===== src/rtl/dbnc_pkg.sv =====
package dbnc_pkg;

  typedef enum logic {
    ST_WATCH = 1'b0,
    ST_HOLD  = 1'b1
  } dbnc_state_e;

  // Width of a down-counter that must hold values 0 .. n-1.
  function automatic int unsigned wait_cnt_width(input int unsigned n);
    return (n > 1) ? $clog2(n) : 1;
  endfunction

endpackage


===== src/rtl/dbnc_sync.sv =====
module dbnc_sync #(
  parameter int unsigned STAGES    = 2,
  parameter logic        RESET_VAL = 1'b0
) (
  input  logic clk,
  input  logic rst,
  input  logic d,
  output logic q
);

  logic [STAGES-1:0] pipe;

  always_ff @(posedge clk) begin
    if (rst) pipe <= {STAGES{RESET_VAL}};
    else     pipe <= {pipe[STAGES-2:0], d};
  end

  assign q = pipe[STAGES-1];

  // the last stage only repeats what the stage before it held
  p_shift_r2: assert property (@(posedge clk) disable iff (rst)
    1'b1 |=> q == $past(pipe[STAGES-2]));

endmodule


===== src/rtl/dbnc_timer.sv =====
module dbnc_timer
  import dbnc_pkg::*;
#(
  parameter int unsigned WAIT_CYCLES = 3
) (
  input  logic clk,
  input  logic rst,
  input  logic load,
  output logic expired
);

  localparam int unsigned CW = wait_cnt_width(WAIT_CYCLES);
  localparam logic [CW-1:0] LOAD_VAL = CW'(WAIT_CYCLES - 1);

  logic [CW-1:0] cnt;

  always_ff @(posedge clk) begin
    if (rst)           cnt <= '0;
    else if (load)     cnt <= LOAD_VAL;
    else if (cnt != 0) cnt <= cnt - 1'b1;
  end

  assign expired = (cnt == '0);

  // the counter never leaves its range
  p_count_bound_r3: assert property (@(posedge clk) disable iff (rst)
    cnt <= LOAD_VAL);

  // a load starts a full wait
  p_reload_r3: assert property (@(posedge clk) disable iff (rst)
    load |=> cnt == LOAD_VAL);

endmodule


===== src/rtl/sw_debounce.sv =====
module sw_debounce
  import dbnc_pkg::*;
#(
  parameter int unsigned WAIT_CYCLES = 3,
  parameter logic        IDLE_LEVEL  = 1'b0,
  parameter int unsigned SYNC_STAGES = 2
) (
  input  logic clk,
  input  logic rst,
  input  logic raw_in,
  output logic clean_out,
  output logic change_pulse
);

  dbnc_state_e state;
  logic        sync_q;
  logic        cand_q;
  logic        out_q;
  logic        pulse_q;
  logic        start_wait;
  logic        expired;

  dbnc_sync #(
    .STAGES   (SYNC_STAGES),
    .RESET_VAL(IDLE_LEVEL)
  ) u_sync (
    .clk(clk),
    .rst(rst),
    .d  (raw_in),
    .q  (sync_q)
  );

  assign start_wait = (state == ST_WATCH) && (sync_q != out_q);

  dbnc_timer #(
    .WAIT_CYCLES(WAIT_CYCLES)
  ) u_timer (
    .clk    (clk),
    .rst    (rst),
    .load   (start_wait),
    .expired(expired)
  );

  always_ff @(posedge clk) begin
    if (rst) begin
      state   <= ST_WATCH;
      cand_q  <= IDLE_LEVEL;
      out_q   <= IDLE_LEVEL;
      pulse_q <= 1'b0;
    end else begin
      pulse_q <= 1'b0;
      unique case (state)
        ST_WATCH: begin
          if (start_wait) begin
            cand_q <= sync_q;
            state  <= ST_HOLD;
          end
        end
        ST_HOLD: begin
          if (expired) begin
            state <= ST_WATCH;
            if (sync_q == cand_q) begin
              out_q   <= cand_q;
              pulse_q <= 1'b1;
            end
          end
        end
        default: state <= ST_WATCH;
      endcase
    end
  end

  assign clean_out    = out_q;
  assign change_pulse = pulse_q;

  // nothing moves before the wait has run out
  p_quiet_in_hold_r5: assert property (@(posedge clk) disable iff (rst)
    (state == ST_HOLD && !expired) |=> ($stable(clean_out) && !change_pulse));

  // a failed recheck leaves the output alone and resumes watching
  p_reject_r4: assert property (@(posedge clk) disable iff (rst)
    (state == ST_HOLD && expired && sync_q != cand_q)
      |=> ($stable(clean_out) && state == ST_WATCH && !change_pulse));

  // every strobe marks a real update
  p_pulse_marks_change_r6: assert property (@(posedge clk) disable iff (rst)
    change_pulse |-> (clean_out != $past(clean_out)));

  // every update carries a strobe
  p_change_has_pulse_r6: assert property (@(posedge clk) disable iff (rst)
    (clean_out != $past(clean_out)) |-> change_pulse);

  // strobe lasts one cycle
  p_pulse_single_r6: assert property (@(posedge clk) disable iff (rst)
    change_pulse |=> !change_pulse);

  // agreement keeps the block watching
  p_steady_watch_r7: assert property (@(posedge clk) disable iff (rst)
    (state == ST_WATCH && sync_q == clean_out) |=> state == ST_WATCH);

endmodule


===== config.mk =====
export PLATFORM = sky130hd
export DESIGN_NAME = sw_debounce
export DESIGN_NICKNAME = d
export VERILOG_FILES = /design/src/rtl/dbnc_pkg.sv /design/src/rtl/dbnc_sync.sv /design/src/rtl/dbnc_timer.sv /design/src/rtl/sw_debounce.sv
export SDC_FILE = /design/constraint.sdc
export NUM_CORES = 1
export LEC_CHECK = 0
export CAP_MARGIN = 20
export CORE_AREA = 2 2 39 41
export CTS_CLUSTER_DIAMETER = 200
export DETAILED_ROUTE_END_ITERATION = 16
export DIE_AREA = 0 0 41 43
export PLACE_DENSITY = 0.52
export RECOVER_POWER = 100
export SYNTH_ARGS = -nofsm -noshare
export SYNTH_HDL_FRONTEND = slang
export SYNTH_SLANG_ARGS = --single-unit

===== constraint.sdc =====
create_clock -name clk -period 1.5 [get_ports clk]
set_clock_uncertainty 0.15 [all_clocks]
set_input_delay 0.375 -clock clk [delete_from_list [all_inputs] [get_ports clk]]
set_output_delay 0.375 -clock clk [all_outputs]
set_load 0.01 [all_outputs]

==> Word level (Yosys, flattened, before mapping) <==
Cells that the tools add are included.
{ "classes": {"reduce_logical": 8, "magnitude_cmp": 0, "bitwise_logic": 2, "n_div": 0, "n_addsub": 1, "multipliers": 0, "n_shift": 0, "eq_ne": 2, "mux": 6} }
{ "ops": {"columns": ["op", "count"], "rows": [
  ["2-to-1 mux 2 bit", 2],
  ["nonzero test 2 bit", 2],
  ["2-to-1 mux 1 bit", 3],
  ["AND reduction 3 bit", 1],
  ["OR reduction 3 bit", 1],
  ["logical NOT 2 bit", 1],
  ["inverter 1 bit", 2],
  ["one-hot mux 1 bit (2 select lines)", 1],
  ["AND reduction 2 bit", 1],
  ["OR reduction 2 bit", 1],
  ["subtractor 2 x 1 -> 2 bit (second input constant)", 1],
  ["equality test 1 bit", 1],
  ["logical AND 1 bit", 1],
  ["inequality test 1 bit", 1]
]} }
{ "totals": {"reg_bits": 8, "romBits": 0, "word_cells": 26, "latchBits": 0, "out_inout_bits": 2, "ram_bits": 0, "inputBits": 3, "n_memories": 0} }

==> Depth between registers and ports, before layout <==
Gate-level depths: netlist (run 1).
{ "depth": {"depth_word": 4, "ltp_mapped": 3, "mapped_depth_nobuf": 3} }

==> Hierarchy <==
A second synthesis (run 1) with hierarchy kept.
{ "unflattened": {"hier_cells": 29, "hier_area_um2": 290.3} }
{ "by_module_without_submodules": {"columns": ["mod", "n_inst", "cells_each", "area_each_um2"], "rows": [
  ["sw_debounce", 1, 19, 170.2],
  ["dbnc_timer", 1, 6, 67.6],
  ["dbnc_sync", 1, 4, 52.6]
]} }

==> Worst setup path before layout (run 1) <==
Ideal clock, no wire load.
{ "synth_timing": {"path_type": "reg2reg", "start": "register state", "end": "register out_q, in the netlist clean_out", "setup_ns": 0.119, "arrival_time_ns": 0.897, "stages_incl_launch_ff": 4, "n_path_buf": 0, "period_less_slack_ns": 1.166, "setup_slack_ns": 0.334, "cell_sequence": "dfxtp_1 or3b_4 o21ai_2 a21oi_1"} }
{ "synth_between": {"elab_chain_cells": 1} }
{ "synth_lines": {"columns": ["element", "line_no", "rtl"], "rows": [
  ["start, declared", "sw_debounce.sv:15", "dbnc_state_e state;"],
  ["start signal, assigned", "sw_debounce.sv:46", "state <= ST_WATCH;"],
  ["start signal, assigned", "sw_debounce.sv:56", "state <= ST_HOLD;"],
  ["start signal, assigned", "sw_debounce.sv:61", "state <= ST_WATCH;"],
  ["AND reduction 3 bit (no source line)", null, null],
  ["end signal, assigned", "sw_debounce.sv:63", "out_q <= cand_q;"],
  ["end, declared", "sw_debounce.sv:18", "logic out_q;"]
]} }
No other way between the ends.
A chain may end at the register's enable or synchronous reset.

==> Final worst setup path (run 1) <==
{ "layout_timing": {"start": "register out_q, in the netlist clean_out", "end": "output port clean_out"} }
{ "layout_rtl": {"columns": ["element", "line_no", "rtl"], "rows": [
  ["end, declared", "sw_debounce.sv:11", "output logic clean_out,"]
]} }
No word-level cell between the ends.

==> results of run 1 <==
[worst max path at each step]
stage | from | end | slack [ps] | depth (start not counted)
after global placement | rst | change_pulse | 130 | 3
final | clean_out | clean_out | 140 | 1
after global routing | clean_out | clean_out | 80 | 1
after detailed placement | rst | change_pulse | 130 | 3
after CTS | clean_out | clean_out | 120 | 1
after floorplan | state | clean_out | 330 | 3
[power by group through the flow]
stage | Sequential (mW) | Clock [mW] | Combinational [mW]
after CTS | 0.229 | 0.175 | 0.0312
after global placement | 0.232 | 0 | 0.0306
after global routing | 0.230 | 0.186 | 0.0309
after detailed placement | 0.233 | 0 | 0.0317
after floorplan | 0.232 | 0 | 0.0170
final | 0.229 | 0.166 | 0.0276
[metrics by stage]
stage          utilization [%]  hold WS (ps)  worst slack, ps
3_5_place_dp              27.3           284              128
6_report                  28.1           289              139
3_3_place_gp              27.3           269              135
5_1_grt                   28.1           325             79.3
2_1_floorplan                -           264              334
4_1_cts                   28.8           298              120
[final cells by class]
cell class	instances	area, um2	area share [%]
Clock buffer	3	22.5	5.79
Multi-Input combinational cell	21	138	35.4
Sequential cell	8	160	41.2
Tap cell	16	20.0	5.14
Timing Repair Buffer	6	48.8	12.5
[routing by layer]
layer  vias up  share of wire, %
met2         5                46
met4         0               3.1
li1        122                 -
met1       110                46
met3         4               4.8
met5         -                 0
[registers in the layout (all words and copies together) (netlist names)]
name and cells:
clean_out 1, cand_q 1, state 1, u_sync.pipe 2
change_pulse 1, u_timer.cnt 2
[synthesized netlist by cell type]
cell type	n
dfxtp_1	8
a21oi_1	3
o21ai_0	3
nor2_1	2
nor2b_1	2
xor2_1	2
and2b_2	1
and3_1	1
and4bb_1	1
nand2_1	1
nand2b_1	1
nor3_2	1
o21ai_2	1
o21bai_1	1
or3b_4	1
[what timing repair did]
| item | CTS | global route |
|---|---|---|
| gates resized for setup | 2 | 0 |
| setup buffers | 0 | 0 |
| endpoints found under the setup margin | 2 | 0 |
[cells by family (layout without fill, tap and decap cells)]
group,Yosys count,count (layout),share of synthesized area [%]
compound gates,8,8,15.3
xor+xnor,2,2,5.79
buf+inv,0,9,0
flops,8,8,52.9
simple gates,11,11,26.0
==> results.ini, run 1 <==
[yosys]
synth_cell_types=15
synth_area_um2=303
yosys_warnings=0
ys_ff_latch=8
synth_area_leaders=dfxtp_1 53%, xor2_1 5.8%, a21oi_1 5.0%, o21ai_0 5.0%, and4bb_1 4.1%
synthCells=29
synth_seq_area_share_pct=52.9
postSynthAreaPerCell_um2=10.4
syn-num-nets=32
synth_top_area_share_pct=52.9
synth_largest_area_cell=dfxtp_1

[timing]
fmax_mhz=735
hold_viol_final=0
setup_violations=0
period_share_pct=90.7
setup_tns_ps=0
rsz0062_at_grt=false
fin_crit_ps=1360
slew_headroom_pct=83.3
worst_slew_pin_slew_ps=251
drv_slew=0

[routing]
vias_per_cell=4.46
num_vias=241
drt_pass1_iterations=2
final_antenna_net_count=0
routedWlPerCell_um=10.1
wl_um=544
drtIter0Drc=2
drc_errors=0

[clock_network]
cts_max_level=1
cts_root_buf=clkbuf_4
tritoncts=yes
cts_sinks=8
clock_latency_ps=250
holdBufCountCts=0
path_clk_slew_ps=60
cts-buffers-inserted=3
clk_path_buf_depth=2

[global_routing]
grt_pass1_wl_um=890
met2_usage_pct=9.06
grtUsageMet1_pct=9.97
antenna_found_initial=0
grt_pass1_vias=210
overflow=0
top_usage_layer=met4
grt_max_degree=7
met3_usage_pct=4.71
grtUsageTotal_pct=8.43

[place]
placed_cells=51
place_area_um2=378
portBuffers=4
gp_congestion=0.659
place_hpwl_um=405

[final_layout]
final_nets=43
final_common_cell=dfxtp_1
final_area_um2=389
nFillCells=145
insertedDiodeCount=0
finalNonFillerCells=54
drive_above_1_share_pct=18.4
final_cell_mix=8 x dfxtp_1, 3 x a21oi_1, 3 x o21ai_0, 3 x clkbuf_4
area.growth.synth_to_final_pct=28.5

[critical_path]
cp_cell_sequence=dlygate4sd2_1
critPathKind=flop to primary output
rr_endpoint=clean_out
cp_slowest_stage_delay_ps=320
cp-start-kind=flop
reg2reg_from=state
required_ps=970
cp-end-kind=primary output
rr_worst_depth=3
cp_top_family=flip-flops
worstPathArrival_ps=840
path_max_fanout=2
crit_buf_inv=1
critical_path.slowest_cell=dfxtp_1
r2r_slack_ps=230

[floorplanning]
die_w_um=41
core_um2=1380
die_area_um2=1760
die_h_um=43
ios=5
row_count=14
start_util_pct=21.9

[pwr]
seq_power_share_pct=54.2
total_power_uw=422
power_density_nw_per_um2=1080
vdd_ir_drop_max_mv=0.334
leakagePower_nw=0.168
combPwrFrac_pct=6.6
power_frac_clock_pct=39.2
p_int_uw=329
swShare_pct=22.0
p_switching_uw=92.9

[worst_hold_path]
whs_endpoint=u_sync.pipe[1]
hold_class=flop to flop
hold_depth=1
min-delay-start=u_sync.pipe[0]

[run]
cap_violations=0

[outcome]
status=completed

Note: power is estimated with default switching activity, not from simulation.
==> run 2: changes to the inputs <==
--- a/config.mk
+++ b/config.mk
@@ -7,7 +7,7 @@
 export LEC_CHECK = 0
 export CAP_MARGIN = 20
 export CORE_AREA = 2 2 39 41
-export CTS_CLUSTER_DIAMETER = 200
+export CTS_CLUSTER_DIAMETER = 60
 export DETAILED_ROUTE_END_ITERATION = 16
 export DIE_AREA = 0 0 41 43
 export PLACE_DENSITY = 0.52
==> results of run 2 <==
Same layout as run 1: the final DEF is identical, and so are final timing and power.
